`src/rtl/rx_da_filter.sv`:
```
module rx_da_filter #(
  parameter int LEN_W = 16
) (
  input  logic        clk,
  input  logic        rst_n,
  input  logic        in_valid,
  input  logic        in_sof,
  input  logic        in_eof,
  input  logic [7:0]  in_data,
  input  logic [31:0] sta_a,
  input  logic [31:0] sta_b,
  input  logic [31:0] pol_drop,
  input  logic [31:0] pol_dc,
  input  logic [31:0] max_len,
  output logic        dec_valid,
  output logic        dec_accept
);
  localparam int CNT_W = LEN_W + 1;
  localparam int BC_BIT = 9;
  localparam int MC_BIT = 8;
  localparam logic [CNT_W-1:0] DA_BYTES = CNT_W'(6);
  localparam logic [CNT_W-1:0] CNT_TOP = '1;

  logic [CNT_W-1:0] cnt, cnt_nx, idx;
  logic active, bc, mc, mt, bc_nx, mc_nx, mt_nx;
  logic [7:0] ref_oct;
  logic addr_ok, len_ok;

  wire take = in_valid & (in_sof | active);
  assign idx = in_sof ? '0 : cnt;

  always_comb begin
    case (idx)
      CNT_W'(0): ref_oct = sta_a[31:24];
      CNT_W'(1): ref_oct = sta_a[23:16];
      CNT_W'(2): ref_oct = sta_a[15:8];
      CNT_W'(3): ref_oct = sta_a[7:0];
      CNT_W'(4): ref_oct = sta_b[31:24];
      CNT_W'(5): ref_oct = sta_b[23:16];
      default:   ref_oct = 8'h00;
    endcase
  end

  always_comb begin
    bc_nx = bc; mc_nx = mc; mt_nx = mt; cnt_nx = cnt;
    if (in_sof) begin
      bc_nx  = (in_data == 8'hFF);
      mt_nx  = (in_data == ref_oct);
      mc_nx  = in_data[0];
      cnt_nx = CNT_W'(1);
    end else begin
      if (cnt < DA_BYTES) begin
        bc_nx = bc & (in_data == 8'hFF);
        mt_nx = mt & (in_data == ref_oct);
      end
      if (cnt != CNT_TOP) cnt_nx = cnt + CNT_W'(1);
    end
  end

  assign addr_ok = bc_nx ? !(pol_drop[BC_BIT] & !pol_dc[BC_BIT]) :
                   mc_nx ? !(pol_drop[MC_BIT] & !pol_dc[MC_BIT]) : mt_nx;
  assign len_ok  = (cnt_nx >= DA_BYTES) && (cnt_nx <= {1'b0, max_len[LEN_W-1:0]});

  always_ff @(posedge clk) begin
    if (!rst_n) begin
      cnt <= '0; active <= 1'b0;
      bc <= 1'b0; mc <= 1'b0; mt <= 1'b0;
      dec_valid <= 1'b0; dec_accept <= 1'b0;
    end else begin
      dec_valid  <= take & in_eof;
      dec_accept <= take & in_eof & addr_ok & len_ok;
      if (take) begin
        cnt <= cnt_nx; bc <= bc_nx; mc <= mc_nx; mt <= mt_nx;
        active <= !in_eof;
      end
    end
  end
endmodule

```
`config.mk`:
```
export PLATFORM = sky130hd
export DESIGN_NAME = rx_da_filter
export DESIGN_NICKNAME = d
export VERILOG_FILES = /design/src/rtl/rx_da_filter.sv
export SDC_FILE = /design/constraint.sdc
export NUM_CORES = 1
export LEC_CHECK = 0
export BUFFER_PORTS_ARGS = -buffer_cell sky130_fd_sc_hd__buf_2
export CELL_PAD_IN_SITES_DETAIL_PLACEMENT = 1
export CELL_PAD_IN_SITES_GLOBAL_PLACEMENT = 2
export CORE_ASPECT_RATIO = 2
export CORE_MARGIN = 2
export CORE_UTILIZATION = 22
export DETAILED_ROUTE_END_ITERATION = 10
export PLACE_DENSITY_LB_ADDON = 0.2
export SETUP_SLACK_MARGIN = 0.02
export SLEW_MARGIN = 20
export SYNTH_ARGS = -nofsm -noshare
export SYNTH_HDL_FRONTEND = slang
export SYNTH_SLANG_ARGS = --single-unit
```
`constraint.sdc`:
```
create_clock -name clk -period 5.7 [get_ports clk]
set_input_delay 0.855 -clock clk [delete_from_list [all_inputs] [get_ports clk]]
set_output_delay 0.855 -clock clk [all_outputs]
set_load 0.05 [all_outputs]
```
# == Yosys cells after proc, flatten, opt, wreduce, memory -nomap -nowiden ==
# Index checks and enable logic that the tools add are counted.
# totals
ff_bits,23
latch_bits,0
mem_bits_rw,0
romBits,0
in_bits,173
output_inout_bits,2
wordCells,46
mem_count,0
# op_classes
add_sub_neg,1
n_mul,0
div_mod_pow,0
magnitude_cmp,3
eq_ne,8
shifts,0
muxes,11
bitwise_logic,9
n_reduce_logical,7
# op_table
op,count
2-to-1 mux 17 bit,3
case mux 8 bit (6 select lines),1
== test 17 x 2 -> 1 bit (second input constant),2
== test 17 x 3 -> 1 bit (second input constant),2
adder 17 x 1 -> 17 bit (second input constant),1
== test 17 x 1 -> 1 bit (second input constant),1
greater-or-equal comparator 17 x 3 -> 1 bit (second input constant),1
less-or-equal comparator 17 x 16 -> 1 bit,1
logical NOT 17 bit,1
less-than comparator 17 x 3 -> 1 bit (second input constant),1
inequality test 17 bit (second input constant),1
AND 1 bit,8
== test 8 bit,1
== test 8 bit (second input constant),1
2-to-1 mux 1 bit,7
logical NOT 1 bit,5
logical AND 1 bit,1
OR 1 bit,1

# == Depth between registers and ports, before layout ==
# logic_depth
ltp_word,11
ltp_mapped,16
depth_no_buf,15

# == Worst setup path after synthesis ==
# No wires, ideal clock.
# synth_path
path_type,reg-to-reg
start,register cnt[0]
end,register dec_accept
setup_time_ns,0.058
arrival_time_ns,2.898
required_time_ns,5.642
slack_ns,2.744
path_stages_with_launch,15
n_path_buf,0
period_less_slack_ns,2.956
path_cell_list,dfxtp_1 -> ha_1 -> and3_1 -> and2_1 -> nand3_1 -> nand4_1 -> xor2_1 -> nor2_1 -> ha_1 -> a211oi_1 -> nand2_1 -> a2111oi_0 -> o31ai_1 -> a211oi_1 -> o211a_1
# synth_between
word_cells_on_any_way,26
cone_classes,1 x add/sub; 3 x order compare; 7 x eq/ne; 10 x mux; 3 x bitwise; 2 x reduce/logical
# synth_lines
element,line,text
start: declaration,24,"logic [CNT_W-1:0] cnt, cnt_nx, idx;"
start signal: assignment,73,cnt <= cnt_nx; bc <= bc_nx; mc <= mc_nx; mt <= mt_nx;
adder 17 x 1 -> 17 bit or inequality test 17 bit (tied branches),56,if (cnt != CNT_TOP) cnt_nx = cnt + CNT_W'(1);
2-to-1 mux 17 bit (*),56,
2-to-1 mux 17 bit (*),46,if (in_sof) begin
named net cnt_nx[11],24,
greater-or-equal comparator 17 x 3 -> 1 bit or less-or-equal comparator 17 x 16 -> 1 bit (tied branches),62,"assign len_ok = (cnt_nx >= DA_BYTES) && (cnt_nx <= {1'b0, max_len[LEN_W-1:0]});"
logical AND 1 bit (*),62,
AND 1 bit (*),71,dec_accept <= take & in_eof & addr_ok & len_ok;
end signal: assignment,71,
end: declaration,16,output logic dec_accept
# The timed path passes the listed nets; every way through them passes the cells marked *.
# A chain may end at the register's enable or synchronous reset.

# == Final worst setup path ==
# layout_path
start,register cnt[1]
end,register dec_accept
# Same word-level chain as after synthesis.

==> out/metrics.cfg <==
[global_route]
antenna_found_initial = 0
grt_pass1_vias = 2828
gr-total-overflow = 0
grt_max_degree = 29
track_usage_pct = 14.1
grt_pass1_wl_mm = 13.8

[placed_design]
io_buffers = 82
hpwl_mm = 6.99
gp_congestion = 0.872
place_area_um2 = 2990

[sta]
finalCritPeriodShare_pct = 71.1
fin_skew_ns = 0.00290
maxSlewViolCount = 0
fin_hold_ws_ns = 0.510
tns_ns = 0
rsz0062_at_grt = false
max-slew-margin-rel_pct = 46.6
fmax_mhz = 247
fin_crit_ns = 4.05
tightestPinTransition_ns = 0.801
final_hold_viol_count = 0
finalSetupViolations = 0

[detailed_routing]
first_pass_iters = 4
ant_nets = 0
drc = 0
vias = 2623
vias_per_cell = 4.87
avgRoutedWirePerCell_um = 15.8
wl_mm = 8.53
drtIter0Drc = 98

[logic_synthesis]
netlist.area_leader.share_pct = 18.5
synth_top_cells_by_count = nand2_1 (42), dfxtp_1 (23), nor2_1 (21), nor3_1 (21), ha_1 (17)
syn_area_um2 = 2490
async_flop_share_pct = 0
synth_most_common_cell = nand2_1
synth_seq_cells = 23
synth_cells = 331
ys_top_cells_by_area = dfxtp_1 (19%), ha_1 (8.6%), nand2_1 (6.3%)
synth_top_cell_by_area = dfxtp_1
synth_compound_area_share_pct = 23.8
synth-edff-count = 0
yosys_warnings = 0
ys_seq_area_share_pct = 18.5
yosysUniqueCellTypes = 52
synthMuxAreaShare_pct = 8.05
synth-xor-area-share_pct = 6.69
synthAdderAreaFrac_pct = 8.55
syn_nets = 521
synth_ff_type = dfxtp_1
synth_simple_gate_area_share_pct = 28.0
synth_top_family_by_area = simple AND/OR/NAND/NOR gates
syn_area_per_cell_um2 = 7.51

[clocking]
tritoncts = built
clock_path_buffers = 2
clkTransAtPathRegs_ns = 0.07
cts.htree.levels = 1
hold_buffers = 0
cts_sinks = 23
cts_resized = 0
root_buffer = clkbuf_16
numCtsBuffers = 3
post_cts_buffers = 0
insertion_delay_ns = 0.26

[die]
die_w_um = 79.2
rows = 55
dieHeight_um = 154
num_io_pins = 175
core_um2 = 11100
initial_utilization_pct = 22.3
die_area_um2 = 12200

[critical_path]
critPathLaunchType = flop
rr_worst_depth = 15
critPathRequiredTime_ns = 5.91
crit_type = reg -> reg
crit_path_end_kind = flop
arrival_ns = 4.26
worstPathMaxFanout = 18

[pwr]
pwr-share-comb_pct = 24.3
p_int_uw = 308
total_power_uw = 426
seqPwrFrac_pct = 38.6
p_clk_share_pct = 37.2
p_leak_nw = 1.37
ir_drop_mv = 0.0973
power.switching_uw = 119
p_sw_share_pct = 27.8
p_per_area_nw_per_um2 = 139

[hold_path]
hold_class = reg -> reg
hold_depth = 2

[finish]
layout-drive-gt1-share_pct = 24.9
sequential_cell_area_um2 = 460
final_area_um2 = 3070
area_delta_synth_final_pct = 23.5
multiInputGateArea_um2 = 1870
antennaDiodeCount = 0
final_nets = 588
nFillCells = 1406

[run_status]
status = finished, final reports clean

[flow_run]
max-cap-violations = 0

-- final timing paths --
kind | slack [ns] | endpoint | start
min | 0.51 | cnt[9]$_SDFFE_PN0P_ | cnt[9]$_SDFFE_PN0P_
min reg2reg | 0.51 | cnt[9]$_SDFFE_PN0P_ | cnt[9]$_SDFFE_PN0P_
max | 1.65 | dec_accept$_SDFF_PN0_ | cnt[1]$_SDFFE_PN0P_
max reg2reg | 1.65 | dec_accept$_SDFF_PN0_ | cnt[1]$_SDFFE_PN0P_
-- metrics by stage --
step	utilization [%]	worst slack, ns	instances
final	27.6	1.65	539
after global routing	27.6	1.23	539
after CTS	27.6	1.58	539
after detailed placement	26.8	1.62	535
after global placement	26.8	1.63	535
after floorplan	-	2.74	331
-- cells in the final DEF, fill, tap and decap left out, drive strengths merged, types with 2 or more instances in the layout --
cell / Yosys / routed
nor3: 21 / 21
or2: 2 / 2
xnor2: 10 / 10
o21ai: 11 / 11
mux2: 8 / 8
ha: 17 / 17
nand4: 12 / 12
nor4: 5 / 5
and2: 4 / 4
nor2b: 4 / 4
and3: 9 / 9
a21boi: 15 / 15
a211oi: 11 / 11
nand3: 8 / 8
dfxtp: 23 / 23
nand2: 42 / 42
inv: 15 / 15
o21a: 3 / 3
mux2i: 11 / 11
o211a: 3 / 3
a31oi: 5 / 5
nor2: 21 / 21
and4: 3 / 3
a22oi: 8 / 8
a21oi: 10 / 10
a21o: 4 / 4
xor2: 9 / 9
o2111ai: 2 / 2
buf: 12 / 84
clkinv: 1 / 2
clkbuf: 10 / 3
o211ai: 2 / 2
-- state kept, by name, indices dropped and copies added, names as in the netlist --
name	flops
dec_valid	1
mt	1
dec_accept	1
mc	1
bc	1
active	1
cnt	17
-- cell type report --
cell class / instances / share of cell area [%]
inverter: 16 / 1.95
clock buffer: 3 / 2.44
tap: 142 / 5.78
multi-input combinational: 270 / 60.8
sequential: 23 / 15.0
clock inverter: 1 / 0.163
timing repair buffer: 84 / 13.8
-- routing by layer --
metal	part of all wire [%]	track usage, %
met5	0	0
met3	2.3	1.40
met2	50	24.7
met4	2.4	4.60
met1	45	17.9
-- power groups by stage --
stage	clock network (mW)	registers, mW	logic (mW)
after floorplan	0	0.169	0.0600
after global placement	0	0.168	0.104
after detailed placement	0	0.168	0.105
after CTS	0.164	0.165	0.106
after global routing	0.168	0.165	0.117
final	0.158	0.165	0.103
-- cell families (layout without fill, tap and decap cells) --
family	after synthesis	after routing
flip-flops	23	23
buffers and inverters	38	104
adder cells (fa/ha/maj)	17	17
AND/OR/NAND/NOR	134	134
XOR/XNOR	19	19
AO/OA/AOI/OAI	81	81
multiplexers	19	19
-- worst max-delay path, stage by stage, from the launching register on --
cell and delay, ns:
dfxtp_1 0.78, ha_1 0.33, and3_1 0.25, nand2_1 0.12, nor2_1 0.32, nand3_1 0.15, a21oi_1 0.35, ha_1 0.31
nor2b_1 0.13, o21a_1 0.16, o21ai_1 0.13, a211oi_1 0.09, a2111oi_0 0.32, o31ai_1 0.15, a211oi_1 0.23, o211a_1 0.18
Power figures use the tool's default switching activity.
